===== src/rtl/ifmix_pkg.sv =====
package ifmix_pkg;

  // Level code: bit 1 = sign (1 negative), bit 0 = magnitude (0 -> 1, 1 -> 3)
  typedef logic [1:0] lvl_code_t;
  typedef logic signed [2:0] bb_t;

  localparam int BB_MAX = 3;
  localparam int BB_MIN = -4;

  function automatic int lvl_value(lvl_code_t c);
    int mag;
    mag = c[0] ? 3 : 1;
    return c[1] ? -mag : mag;
  endfunction

  // Product halved toward zero, then clipped to the 3-bit signed range
  function automatic bb_t mix_halve_sat(lvl_code_t a, lvl_code_t b);
    int prod;
    int half;
    prod = lvl_value(a) * lvl_value(b);
    half = prod / 2;
    if (half > BB_MAX)      half = BB_MAX;
    else if (half < BB_MIN) half = BB_MIN;
    return bb_t'(half);
  endfunction

endpackage


===== src/rtl/ifmix_phase.sv =====
module ifmix_phase #(
  parameter int PERIOD = 5102,
  parameter int CYCLES = 793,
  parameter int CNT_W  = 13
) (
  input  logic             clk,
  input  logic             rst_n,
  input  logic             adv,
  output logic [CNT_W-1:0] phase_o
);

  localparam int SUM_W = CNT_W + 1;
  localparam logic [CNT_W-1:0] IDX_LAST = CNT_W'(PERIOD - 1);
  localparam logic [SUM_W-1:0] STEP_S   = SUM_W'(CYCLES);
  localparam logic [SUM_W-1:0] PER_S    = SUM_W'(PERIOD);

  logic [CNT_W-1:0] idx_q, idx_d;
  logic [CNT_W-1:0] ph_q, ph_d;
  logic [SUM_W-1:0] ph_sum;
  logic             idx_wrap;

  always_comb begin
    idx_d    = idx_q;
    ph_d     = ph_q;
    idx_wrap = (idx_q == IDX_LAST);
    ph_sum   = {1'b0, ph_q} + STEP_S;
    if (adv) begin
      idx_d = idx_wrap ? '0 : idx_q + CNT_W'(1);
      ph_d  = (ph_sum >= PER_S) ? CNT_W'(ph_sum - PER_S) : ph_sum[CNT_W-1:0];
    end
  end

  always_ff @(posedge clk or negedge rst_n) begin
    if (!rst_n) begin
      idx_q <= '0;
      ph_q  <= '0;
    end else if (adv) begin
      idx_q <= idx_d;
      ph_q  <= ph_d;
    end
  end

  assign phase_o = ph_q;

  AST_IDX_WRAP: assert property (@(posedge clk) disable iff (!rst_n)
    (adv && idx_q == IDX_LAST) |=> (idx_q == '0));

  AST_IDX_HOLD: assert property (@(posedge clk) disable iff (!rst_n)
    !adv |=> $stable(idx_q) && $stable(ph_q));

  AST_PHASE_ALIGN: assert property (@(posedge clk) disable iff (!rst_n)
    (idx_q == '0) |-> (ph_q == '0));

endmodule


===== src/rtl/ifmix_carrier.sv =====
module ifmix_carrier
  import ifmix_pkg::*;
#(
  parameter int PERIOD    = 5102,
  parameter int AMP_MILLI = 2400,
  parameter int CNT_W     = 13
) (
  input  logic [CNT_W-1:0] phase_i,
  output lvl_code_t        car_o
);

  localparam real TWO_PI = 6.283185307179586;
  localparam real RATIO  = 2000.0 / real'(AMP_MILLI);
  localparam real FRAC   = $asin(RATIO) / TWO_PI;
  localparam real PER_R  = real'(PERIOD);

  // phase windows where |sin| reaches the decision level between 1 and 3
  localparam int LO_POS = int'($ceil(PER_R * FRAC));
  localparam int HI_POS = int'($floor(PER_R * (0.5 - FRAC)));
  localparam int LO_NEG = int'($ceil(PER_R * (0.5 + FRAC)));
  localparam int HI_NEG = int'($floor(PER_R * (1.0 - FRAC)));

  localparam logic [CNT_W-1:0] LO_P = CNT_W'(LO_POS);
  localparam logic [CNT_W-1:0] HI_P = CNT_W'(HI_POS);
  localparam logic [CNT_W-1:0] LO_N = CNT_W'(LO_NEG);
  localparam logic [CNT_W-1:0] HI_N = CNT_W'(HI_NEG);
  localparam logic [CNT_W:0]   PER_X = (CNT_W + 1)'(PERIOD);

  logic neg;
  logic big;

  always_comb begin
    neg   = ({phase_i, 1'b0} > PER_X);
    big   = ((phase_i >= LO_P) && (phase_i <= HI_P)) ||
            ((phase_i >= LO_N) && (phase_i <= HI_N));
    car_o = {neg, big};
  end

endmodule


===== src/rtl/ifmix_mixer.sv =====
module ifmix_mixer
  import ifmix_pkg::*;
(
  input  logic      clk,
  input  logic      rst_n,
  input  logic      en,
  input  lvl_code_t if_code_i,
  input  lvl_code_t car_code_i,
  output logic      valid_o,
  output bb_t       sample_o
);

  bb_t  sample_q, sample_d;
  logic valid_q, valid_d;

  always_comb begin
    valid_d  = en;
    sample_d = sample_q;
    if (en) sample_d = mix_halve_sat(if_code_i, car_code_i);
  end

  always_ff @(posedge clk or negedge rst_n) begin
    if (!rst_n) begin
      valid_q  <= 1'b0;
      sample_q <= '0;
    end else begin
      valid_q <= valid_d;
      if (en) sample_q <= sample_d;
    end
  end

  assign valid_o  = valid_q;
  assign sample_o = sample_q;

  AST_VALID_RISE: assert property (@(posedge clk) disable iff (!rst_n)
    en |=> valid_o);

  AST_VALID_DROP: assert property (@(posedge clk) disable iff (!rst_n)
    !en |=> !valid_o);

  AST_OUT_HOLD: assert property (@(posedge clk) disable iff (!rst_n)
    !en |=> $stable(sample_o));

  AST_SAT_TOP: assert property (@(posedge clk) disable iff (!rst_n)
    (en && if_code_i[0] && car_code_i[0] && (if_code_i[1] == car_code_i[1]))
      |=> (sample_o == 3'sd3));

  AST_SAT_BOTTOM: assert property (@(posedge clk) disable iff (!rst_n)
    (en && if_code_i[0] && car_code_i[0] && (if_code_i[1] != car_code_i[1]))
      |=> (sample_o == -3'sd4));

endmodule


===== src/rtl/if_carrier_mixer.sv =====
module if_carrier_mixer
  import ifmix_pkg::*;
#(
  parameter int PERIOD    = 5102,
  parameter int CYCLES    = 793,
  parameter int AMP_MILLI = 2400
) (
  input  logic       clk,
  input  logic       rst_n,
  input  logic       if_valid,
  input  logic [1:0] if_code,
  output logic       bb_valid,
  output logic [2:0] bb_sample
);

  localparam int CNT_W = $clog2(PERIOD);

  logic [CNT_W-1:0] phase;
  lvl_code_t        car_code;
  bb_t              mix_out;

  ifmix_phase #(
    .PERIOD (PERIOD),
    .CYCLES (CYCLES),
    .CNT_W  (CNT_W)
  ) u_phase (
    .clk     (clk),
    .rst_n   (rst_n),
    .adv     (if_valid),
    .phase_o (phase)
  );

  ifmix_carrier #(
    .PERIOD    (PERIOD),
    .AMP_MILLI (AMP_MILLI),
    .CNT_W     (CNT_W)
  ) u_carrier (
    .phase_i (phase),
    .car_o   (car_code)
  );

  ifmix_mixer u_mixer (
    .clk        (clk),
    .rst_n      (rst_n),
    .en         (if_valid),
    .if_code_i  (if_code),
    .car_code_i (car_code),
    .valid_o    (bb_valid),
    .sample_o   (mix_out)
  );

  assign bb_sample = mix_out;

endmodule


===== config.mk =====
export PLATFORM = sky130hd
export DESIGN_NAME = if_carrier_mixer
export DESIGN_NICKNAME = d
export VERILOG_FILES = /design/src/rtl/ifmix_pkg.sv /design/src/rtl/ifmix_phase.sv /design/src/rtl/ifmix_carrier.sv /design/src/rtl/ifmix_mixer.sv /design/src/rtl/if_carrier_mixer.sv
export SDC_FILE = /design/constraint.sdc
export NUM_CORES = 1
export LEC_CHECK = 0
export CAP_MARGIN = 20
export CORE_ASPECT_RATIO = 1.5
export CORE_MARGIN = 2
export CORE_UTILIZATION = 48
export DETAILED_ROUTE_END_ITERATION = 6
export GPL_TIMING_DRIVEN = 0
export PLACE_DENSITY = 0.66
export SYNTH_ARGS = -nofsm -noshare
export SYNTH_HDL_FRONTEND = slang
export SYNTH_SLANG_ARGS = --single-unit

===== constraint.sdc =====
create_clock -name clk -period 5.58 [get_ports clk]
set_input_delay 0.558 -clock clk [delete_from_list [all_inputs] [get_ports clk]]
set_output_delay 0.558 -clock clk [all_outputs]
set_load 0.05 [all_outputs]

==> metrics.txt, run 1 <==
post_cts resized 0; Port Buffer Count 7; fmax around 200 MHz; max-slew violations 0; TritonCTS clock tree yes; Initial Utilization 50.6%; diode count 0; crit-path max cell delay roughly 0.40 ns; Root Buffer Master clkbuf_8; Die Area between 4000 and 5000 um2; highest routed layer met4; share of cells above drive strength 1 a little under an eighth; worst-skew pair later-pin latency between 0.2 and 0.3 ns; CP max stage cell dfrtp_1; # setup viols final 0; Met1 Wirelength 1860 um; syn nets around 280; Startpoint Class register; Pre-antenna DRT Iters 4; crit path cell chain ha_1 > buf_2 > a21oi_2 > a21boi_0 > o31a_1 > o311ai_2 > nand2_1 > ha_1 > nand2b_1 > a211oi_1 > a31oi_1 > nand4b_1 > xnor2_2 > nor2_2 > nand2_1 > inv_1 > ha_1 > inv_1 > ha_1 > nor4bb_1 > o2111ai_1 > o21ai_0 > o221ai_1; Ys Warns 0; gpl congestion between 0.8 and 0.9; H-tree depth 1; Die Ht slightly above 80 um; drt total wl roughly 4600 um; max-cap viol count 0; vias in the first global route between 1500 and 2000; synth top area cells dfrtp_1 21%, ha_1 13%, xnor2_1 7.0%; nets@finish between 200 and 300; Post-DP HPWL 3620 um; Avg Cell Area, Syn about 8 um2; min-delay worst type reg2reg; CP dominant cell by count ha_1; cell type with the largest total area after synthesis dfrtp_1; Die Span X roughly 57 um; Clock Path Buffers 2; Core Footprint 3960 um2; largest net degree at the start of global routing 18; most frequent cells after synthesis 24 x nand2_1, 21 x ha_1, 19 x inv_1; Synth cell types 57; residual DRC count 0; routed len/inst roughly 15 um; antenna violations before repair 0; WP buf/inv 3; Worst Skew approximately 0.0057 ns; setup_tns 0 ns; Setup Crit Path Kind reg2reg; Reg clk slew, reported paths ~0.07 ns; Main synth FF type dfrtp_1; slew margin rel. roughly 47%; area grow syn2layout 8.81%; nature of the critical path endpoint register; met3 wire length around 85 um; RSZ-0062 raised after global routing false; Rows 28; placed cell areas between 2000 and 2500 um2; post-CTS setup buffers 0; first-pass GRT wire length 8000 um; Post-synth EDFFs 0; vias per cell around 5.9; Worst path top cell family by delay compound AO/OA/AOI/OAI gates; Worst-Margin Slew 0.796 ns; Period minus WS final approximately 5.0 ns; GRT Resource Usage Total 20.8%; Synth Register Bits 17; Final Hold Viols 0; period utilisation layout about nine tenths; crit path max fanout 10; Util after Layout approximately 55%; clock sink total 17; met2 wire length 2530 um; CTS Buf Count 3; Crit path required time 5.69 ns; Post-Syn Area ~2000 um2; Final Cell Area roughly 2200 um2; Critical Path Start u_phase.phase_o[0]$_DFFE_PN0P_; initial drt markers between 50 and 60; beginning of the worst hold path u_mixer.sample_o[2]$_DFFE_PN0P_; post-synthesis sequential area ratio 21.3%; Detail Route Antenna Nets 0; RR Startpoint u_phase.phase_o[0]$_DFFE_PN0P_; Post-CTS Hold Buffers 0; ys async rst share between 90% and 100%; routed vias ~1800; outcome complete, no violations; Synth Instances between 200 and 250; Crit path arrival time between 5 and 6 ns; GRT overflow 0; I/O pins 9; Synth top area share between 20% and 30%; most common cell in the netlist nand2_1
[cell families after synthesis]
group | count (synthesis) | synth area share [%]
AND/OR/NAND/NOR | 90 | 23.9
buffers and inverters | 37 | 7.56
flip-flops | 17 | 21.3
AO/OA/AOI/OAI | 57 | 21.1
adder cells (fa/ha/maj) | 21 | 13.1
XOR/XNOR | 23 | 10.8
multiplexers | 4 | 2.31
[flip-flops by register name, summed over array words and instances (netlist names)]
signal / flops
u_mixer.sample_o: 3
u_mixer.valid_o: 1
u_phase.phase_o: 13
[layer usage]
metal	GRT usage [%]	vias up
met1	23.8	863
met5	0	-
li1	-	904
met3	1.56	10
met4	9.30	0
met2	38.2	24
[final cells by class]
cell class              instances  area, um2
plain buffers                  16       72.6
clock inverters                 1       5.00
repair buffers                  7       70.1
multi-input cells             195       1430
flip-flops and latches         17        425
well taps                      45       56.3
inverters                      21       78.8
clock buffers                   3       41.3
fillers                       401       1780
[final timing paths]
check | endpoint | slack (ns) | cells past startpoint
min in group asynchronous | u_phase.phase_o[5]$_DFFE_PN0P_ | 0.76 | 1
min | u_mixer.sample_o[2]$_DFFE_PN0P_ | 0.51 | 1
max | u_mixer.sample_o[1]$_DFFE_PN0P_ | 0.55 | 23
max reg2reg | u_mixer.sample_o[1]$_DFFE_PN0P_ | 0.55 | 23
min reg2reg | u_mixer.sample_o[2]$_DFFE_PN0P_ | 0.51 | 1
max in group asynchronous | u_phase.phase_o[1]$_DFFE_PN0P_ | 4.32 | 1
[per-stage QoR]
| step | setup WS (ns) | instances | hold slack, ns |
|---|---|---|---|
| 6_report | 0.547 | 305 | 0.512 |
| 5_1_grt | 0.0370 | 305 | 0.532 |
| 4_1_cts | 0.369 | 305 | 0.515 |
| 3_5_place_dp | 0.389 | 301 | 0.500 |
| 3_3_place_gp | 0.494 | 301 | 0.491 |
| 2_1_floorplan | 1.20 | 249 | 0.262 |
[cells in the final DEF (no fill, tap or decap), types with 3 or more instances in the layout]
cell	n
a211oi_1	3
a21oi_1	7
a31oi_1	4
and3_1	5
buf_2	10
clkbuf_1	5
clkbuf_8	3
clkdlybuf4s50_1	7
dfrtp_1	17
ha_1	21
inv_1	19
nand2_1	24
nand2b_1	5
nand3_1	9
nand4_1	3
nand4b_1	3
nor2_1	17
nor3_1	5
nor4b_1	3
nor4bb_1	3
o2111ai_1	3
o211ai_1	3
o21ai_0	9
o221ai_1	3
o31ai_1	3
or3_1	4
xnor2_1	16
xor2_1	5
Power of run 1 is left out: the tool's default activity adds up to more than one toggle a clock period on the data nets, which glitch-free logic cannot reach.
==> run 2, diff against run 1 <==
--- a/config.mk
+++ b/config.mk
@@ -5,13 +5,13 @@
 export SDC_FILE = /design/constraint.sdc
 export NUM_CORES = 1
 export LEC_CHECK = 0
-export CAP_MARGIN = 20
 export CORE_ASPECT_RATIO = 1.5
 export CORE_MARGIN = 2
 export CORE_UTILIZATION = 48
 export DETAILED_ROUTE_END_ITERATION = 6
 export GPL_TIMING_DRIVEN = 0
 export PLACE_DENSITY = 0.66
+export REMOVE_ABC_BUFFERS = 1
 export SYNTH_ARGS = -nofsm -noshare
 export SYNTH_HDL_FRONTEND = slang
 export SYNTH_SLANG_ARGS = --single-unit
==> run 2 against run 1 <==
Die area did not move. Non-clock buffer count fell by 15. Final cell count fell by 4.9%. Worst setup slack got worse by 0.037 ns. Highest routed layer unchanged. First-iteration DRC count rose by 9.6%. Critical path depth fell by 2. Hold slack improved by 0.015 ns. Sequential share of layout area rose by 0.44 points. Register-to-register slack got worse by 0.04 ns. Global-route usage fell by 0.36 points. Sequential cell count did not move. Count of clock-buffer cells in the layout did not move.
==> metrics.txt, run 2 (synthesis gave the netlist of run 1 again) <==
antenna violations before repair 0; min-delay worst type reg2reg; first-pass GRT wire length ~8000 um; max-slew violations 0; GRT overflow 0; Hold WS 0.527 ns; largest net degree at the start of global routing 20; Final Hold Viols 0; post_cts resized 0; fmax about 200 MHz; Die Area roughly 4700 um2; period utilisation layout between 90 and 100%; Initial Utilization 50.6%; met1 Track Usage GR about a quarter; post-CTS setup buffers 0; I/O pins 9; Port Buffer Count 8; drt total wl 4320 um; RSZ-0062 raised after global routing false; Core Footprint a little under 4000 um2; GRT Resource Usage Total between 20 and 25%; Crit path arrival time approximately 5.2 ns; area grow syn2layout 6.44%; Largest register FFs 13; clock sink total 17; area of the multi-input gates about 1400 um2; routed len/inst between 10 and 15 um; M3 GR Usage 1.40%; nature of the critical path endpoint register; worst-skew pair later-pin latency between 0.2 and 0.3 ns; Post-DP HPWL around 3300 um; Post-CTS Hold Buffers 0; Setup Crit Path Kind reg2reg; Die Span X 56.7 um; nets@finish between 200 and 300; max-cap viol count 0; residual DRC count 0; Worst-Margin Slew just over 1 ns; Reg clk slew, reported paths roughly 0.070 ns; H-tree depth 1; vias per cell approximately 6; commonest non-fill, non-tap cell in the layout nand2_1; Rows 28; Global Route met2 Usage a little under two fifths; Crit path required time 5.75 ns; Clock Path Buffers 2; crit path max fanout 11; Startpoint Class register; Filler Cell Count approximately 410; Period minus WS final 5.07 ns; gpl congestion 0.884; CTS Buf Count 3; sequential cell area 425 um2; gr busiest metal met2; setup_tns 0 ns; # setup viols final 0; Pre-antenna DRT Iters 4; vias in the first global route 1672; diode count 0; most frequent cells in the layout 24 x nand2_1, 20 x ha_1, 19 x inv_1; Detail Route Antenna Nets 0; initial drt markers 57; TritonCTS clock tree yes; share of cells above drive strength 1 around 8.6%; Root Buffer Master clkbuf_8; slew margin rel. between 30% and 40%; Die Ht between 80 and 90 um; outcome complete, no violations; Worst Skew about 0.0025 ns; routed vias between 1500 and 2000
run 2: cell type report:
type / instances / area share [%]
clock buffers: 3 / 1.94
clock inverters: 1 / 0.235
inverters: 21 / 3.70
multi-input cells: 195 / 67.8
flip-flops and latches: 17 / 20.0
well taps: 45 / 2.64
repair buffers: 8 / 3.76
run 2: path summary, 6_finish.rpt:
| path | depth (start not counted) | slack, ns | to | startpoint |
|---|---|---|---|---|
| setup / recovery | 21 | 0.51 | u_mixer.sample_o[0]$_DFFE_PN0P_ | u_phase.phase_o[0]$_DFFE_PN0P_ |
| hold / removal | 1 | 0.53 | u_mixer.sample_o[2]$_DFFE_PN0P_ | u_mixer.sample_o[2]$_DFFE_PN0P_ |
| setup reg to reg | 21 | 0.51 | u_mixer.sample_o[0]$_DFFE_PN0P_ | u_phase.phase_o[0]$_DFFE_PN0P_ |
| hold reg to reg | 1 | 0.53 | u_mixer.sample_o[2]$_DFFE_PN0P_ | u_mixer.sample_o[2]$_DFFE_PN0P_ |
| max in group asynchronous | 1 | 4.31 | u_mixer.sample_o[1]$_DFFE_PN0P_ | rst_n |
| min in group asynchronous | 1 | 0.77 | u_phase.phase_o[10]$_DFFE_PN0P_ | rst_n |
run 2: through the flow:
| stage | setup slack (ns) | utilization (%) | area, um2 | std cells |
|---|---|---|---|---|
| finish | 0.510 | 53.8 | 2130 | 290 |
| global route | 0.00241 | 53.8 | 2130 | 290 |
| CTS | 0.115 | 53.4 | 2110 | 290 |
| detailed placement | 0.151 | 52.2 | 2070 | 286 |
| global placement | 0.172 | 52.2 | 2070 | 286 |
| floorplan | 1.05 | - | 1930 | 233 |
run 2: per-layer routing:
| metal | wire [um] | part of all wire, % |
|---|---|---|
| met4 | 65 | 1.5 |
| met5 | 0 | 0 |
| met1 | 1830 | 42 |
| met3 | 75 | 1.7 |
| met2 | 2350 | 54 |
run 2: worst max-delay path: stages (launching register included):
cell       delay (ns)
dfrtp_1          0.53
ha_4             0.28
and4b_1          0.26
o2111ai_1        0.22
a21o_1           0.29
o311ai_2         0.36
nand2_1          0.10
ha_1             0.39
nand2b_1         0.13
a211oi_1         0.07
a31oi_1          0.16
nand4b_1         0.17
xnor2_2          0.22
nor2_1           0.24
and2_1           0.25
inv_2            0.04
ha_1             0.28
nor4bb_1         0.31
nand4_1          0.13
nor3_1           0.28
a21oi_2          0.10
o221ai_1         0.17
Power of run 2 is left out for the same reason.
==> run 3, diff against run 2 <==
--- a/config.mk
+++ b/config.mk
@@ -5,13 +5,15 @@
 export SDC_FILE = /design/constraint.sdc
 export NUM_CORES = 1
 export LEC_CHECK = 0
+export ABC_AREA = 1
 export CORE_ASPECT_RATIO = 1.5
 export CORE_MARGIN = 2
 export CORE_UTILIZATION = 48
 export DETAILED_ROUTE_END_ITERATION = 6
 export GPL_TIMING_DRIVEN = 0
-export PLACE_DENSITY = 0.66
+export PLACE_DENSITY = 0.65
 export REMOVE_ABC_BUFFERS = 1
 export SYNTH_ARGS = -nofsm -noshare
 export SYNTH_HDL_FRONTEND = slang
+export SYNTH_HIERARCHICAL = 1
 export SYNTH_SLANG_ARGS = --single-unit
==> run 3 against run 2 <==
Die area rose by 22%. Via count is 41% higher. Critical path depth shrank 2. Maximum frequency up 12%. Sequential share of layout area down 3.7 points. Critical path type unchanged.
==> metrics.txt, run 3 <==
Core Footprint approximately 5000 um2; outcome complete, no violations; Reg clk slew, reported paths around 0.070 ns; Synth Register Bits 17; TritonCTS clock tree yes; vias in the first global route about 2300; share of cells above drive strength 1 between 9 and 10%; Worst Setup Slack, final between 1 and 1.5 ns; Die Area between 5000 and 6000 um2; most common cell in the netlist nand2_1; vias per cell just over 5; dpl ws about 1.1 ns; post_cts resized 0; ys async rst share 100%; period utilisation layout approximately 80%; crit path cell chain nand3_1 > nor2_1 > a21oi_1 > nor2_1 > xor2_2 > ha_1 > and2_1 > nand2_4 > inv_1 > ha_1 > inv_1 > ha_1 > nor4_1 > nand3_1 > nor2_1 > nand3_1 > o21ai_2 > nand2_1 > a21oi_1; most frequent cells in the layout 152 x nand2_1, 51 x inv_1, 49 x nand3_1; Setup Crit Path Kind reg2reg; crit-path max cell delay between 0.8 and 0.9 ns; Post-CTS Hold Buffers 0; Startpoint Class register; slew margin rel. 32.3%; CTS Buf Count 3; H-tree depth 1; crit path max fanout 24; Synth top area share between 20% and 30%; Final Hold Viols 0; CP max stage cell xor2_2; area grow syn2layout 5.67%; Worst-Margin Slew about 1.0 ns; largest net degree at the start of global routing 25; Post-synth EDFFs 0; reg2reg path depth 19; Root Buffer Master clkbuf_8; Ys Warns 6; Die Ht ~90 um; Synth cell types 33; Crit path arrival time roughly 4.7 ns; Util after Layout between 50% and 60%; first-pass GRT wire length roughly 10000 um; post-synthesis sequential area ratio between 10% and 20%; max-cap viol count 0; Main synth FF type dfrtp_1; WP buf/inv 2; diode count 0; routed vias between 2000 and 2500; GRT overflow 0; residual DRC count 0; most frequent cells after synthesis 152 x nand2_1, 51 x inv_1, 49 x nand3_1; Port Buffer Count 8; setup_tns 0 ns; RR Startpoint u_phase/phase_o[5]$_DFFE_PN0P_; # setup viols final 0; Largest register FFs 13; Period minus WS final 4.52 ns; worst-skew pair later-pin latency ~0.25 ns; commonest non-fill, non-tap cell in the layout nand2_1; fmax about 220 MHz; Post-Syn Area 2470 um2; R2R Setup Slk approximately 1.1 ns; antenna violations before repair 0; synth top area cells nand2_1 23%, dfrtp_1 17%, ha_1 11%; Post-DP HPWL between 4000 and 5000 um; Pre-antenna DRT Iters 4; post-CTS setup buffers 0; routed len/inst roughly 12 um; min-delay worst type reg2reg; Worst R2R End u_mixer/sample_o[1]$_DFFE_PN0P_; Detail Route Antenna Nets 0; cell type with the largest total area after synthesis nand2_1; nets@finish ~440; initial drt markers 75; Crit path required time approximately 5.8 ns; Initial Utilization between 40% and 50%; gpl congestion about 0.84; GRT Resource Usage Total a little over a fifth; Worst path top cell family by delay simple AND/OR/NAND/NOR gates; clock sink total 17; beginning of the worst hold path u_mixer/sample_o[2]$_DFFE_PN0P_; Die Span X ~63 um; Avg Cell Area, Syn roughly 6.0 um2; Min-Delay Path Depth 2; Worst Skew 0.00587 ns; drt total wl 5690 um; nature of the critical path endpoint register; Rows 32; Synth Instances slightly above 400; I/O pins 9; RSZ-0062 raised after global routing false; max-slew violations 0; Clock Path Buffers 2; worst hold endpoint u_mixer/sample_o[2]$_DFFE_PN0P_
run 3: cell count changes in the layout (fill, tap and decap cells not counted), sizes merged, moves of 5 or more:
cell,previous run,this run
o21ai,12,6
nand2,24,166
a211oi,5,0
inv,21,53
nand2b,5,0
nand3,9,55
nor2,18,37
xnor2,17,1
nand4,3,10
and3,6,0
run 3: cells by family after synthesis:
logic type | count (synthesis) | synth area share (%)
AOI/OAI and AO/OA | 16 | 4.20
buffers and inverters | 64 | 11.1
DFF | 17 | 17.2
xor gates and xnor gates | 10 | 3.85
and+or+nand+nor | 284 | 53.0
adders and majority gates | 21 | 10.6
run 3: area by class of cell:
type	count	area [um2]
Multi-Input combinational cell	331	1770
Sequential cell	17	425
Clock inverter	1	5.00
Fill cell	563	2430
Tap cell	68	85.1
Clock buffer	3	41.3
Timing Repair Buffer	8	80.1
Inverter	54	203
run 3: how the worst max path moves through the flow:
stage | from | endpoint | slack (ns) | depth (start not counted)
floorplan | u_phase/phase_o[0]$_DFFE_PN0P_ | u_mixer/sample_o[0]$_DFFE_PN0P_ | 1.77 | 19
global placement | u_phase/phase_o[2]$_DFFE_PN0P_ | u_mixer/sample_o[1]$_DFFE_PN0P_ | 1.05 | 19
detailed placement | u_phase/phase_o[5]$_DFFE_PN0P_ | u_mixer/sample_o[1]$_DFFE_PN0P_ | 1.08 | 19
CTS | u_phase/phase_o[5]$_DFFE_PN0P_ | u_mixer/sample_o[1]$_DFFE_PN0P_ | 1.05 | 19
global route | u_phase/phase_o[5]$_DFFE_PN0P_ | u_mixer/sample_o[0]$_DFFE_PN0P_ | 0.61 | 19
finish | u_phase/phase_o[5]$_DFFE_PN0P_ | u_mixer/sample_o[1]$_DFFE_PN0P_ | 1.06 | 19
run 3: through the flow:
stage	area, um2	instances	hold slack (ns)
CTS	2610	482	0.495
global placement	2560	478	0.467
global route	2610	482	0.544
finish	2610	482	0.493
detailed placement	2560	478	0.477
floorplan	2400	402	0.262
run 3: layer usage:
metal / up-vias / share of wire [%] / GRT usage, %
li1: 1312 / - / -
met1: 1098 / 44 / 24.1
met2: 13 / 54 / 42.5
met3: 4 / 0.47 / 0.859
met4: 0 / 1.1 / 4.07
met5: - / 0 / 0
run 3: worst register-to-register path: cells and delay by family, from the launching register on:
| family | cells | cell delay [ns] |
|---|---|---|
| AO/OA/AOI/OAI | 3 | 0.35 |
| flip-flops | 1 | 0.58 |
| XOR/XNOR | 1 | 0.83 |
| adder cells (fa/ha/maj) | 3 | 0.73 |
| AND/OR/NAND/NOR | 10 | 1.84 |
| buffers and inverters | 2 | 0.12 |
Power of run 3 is left out for the same reason.
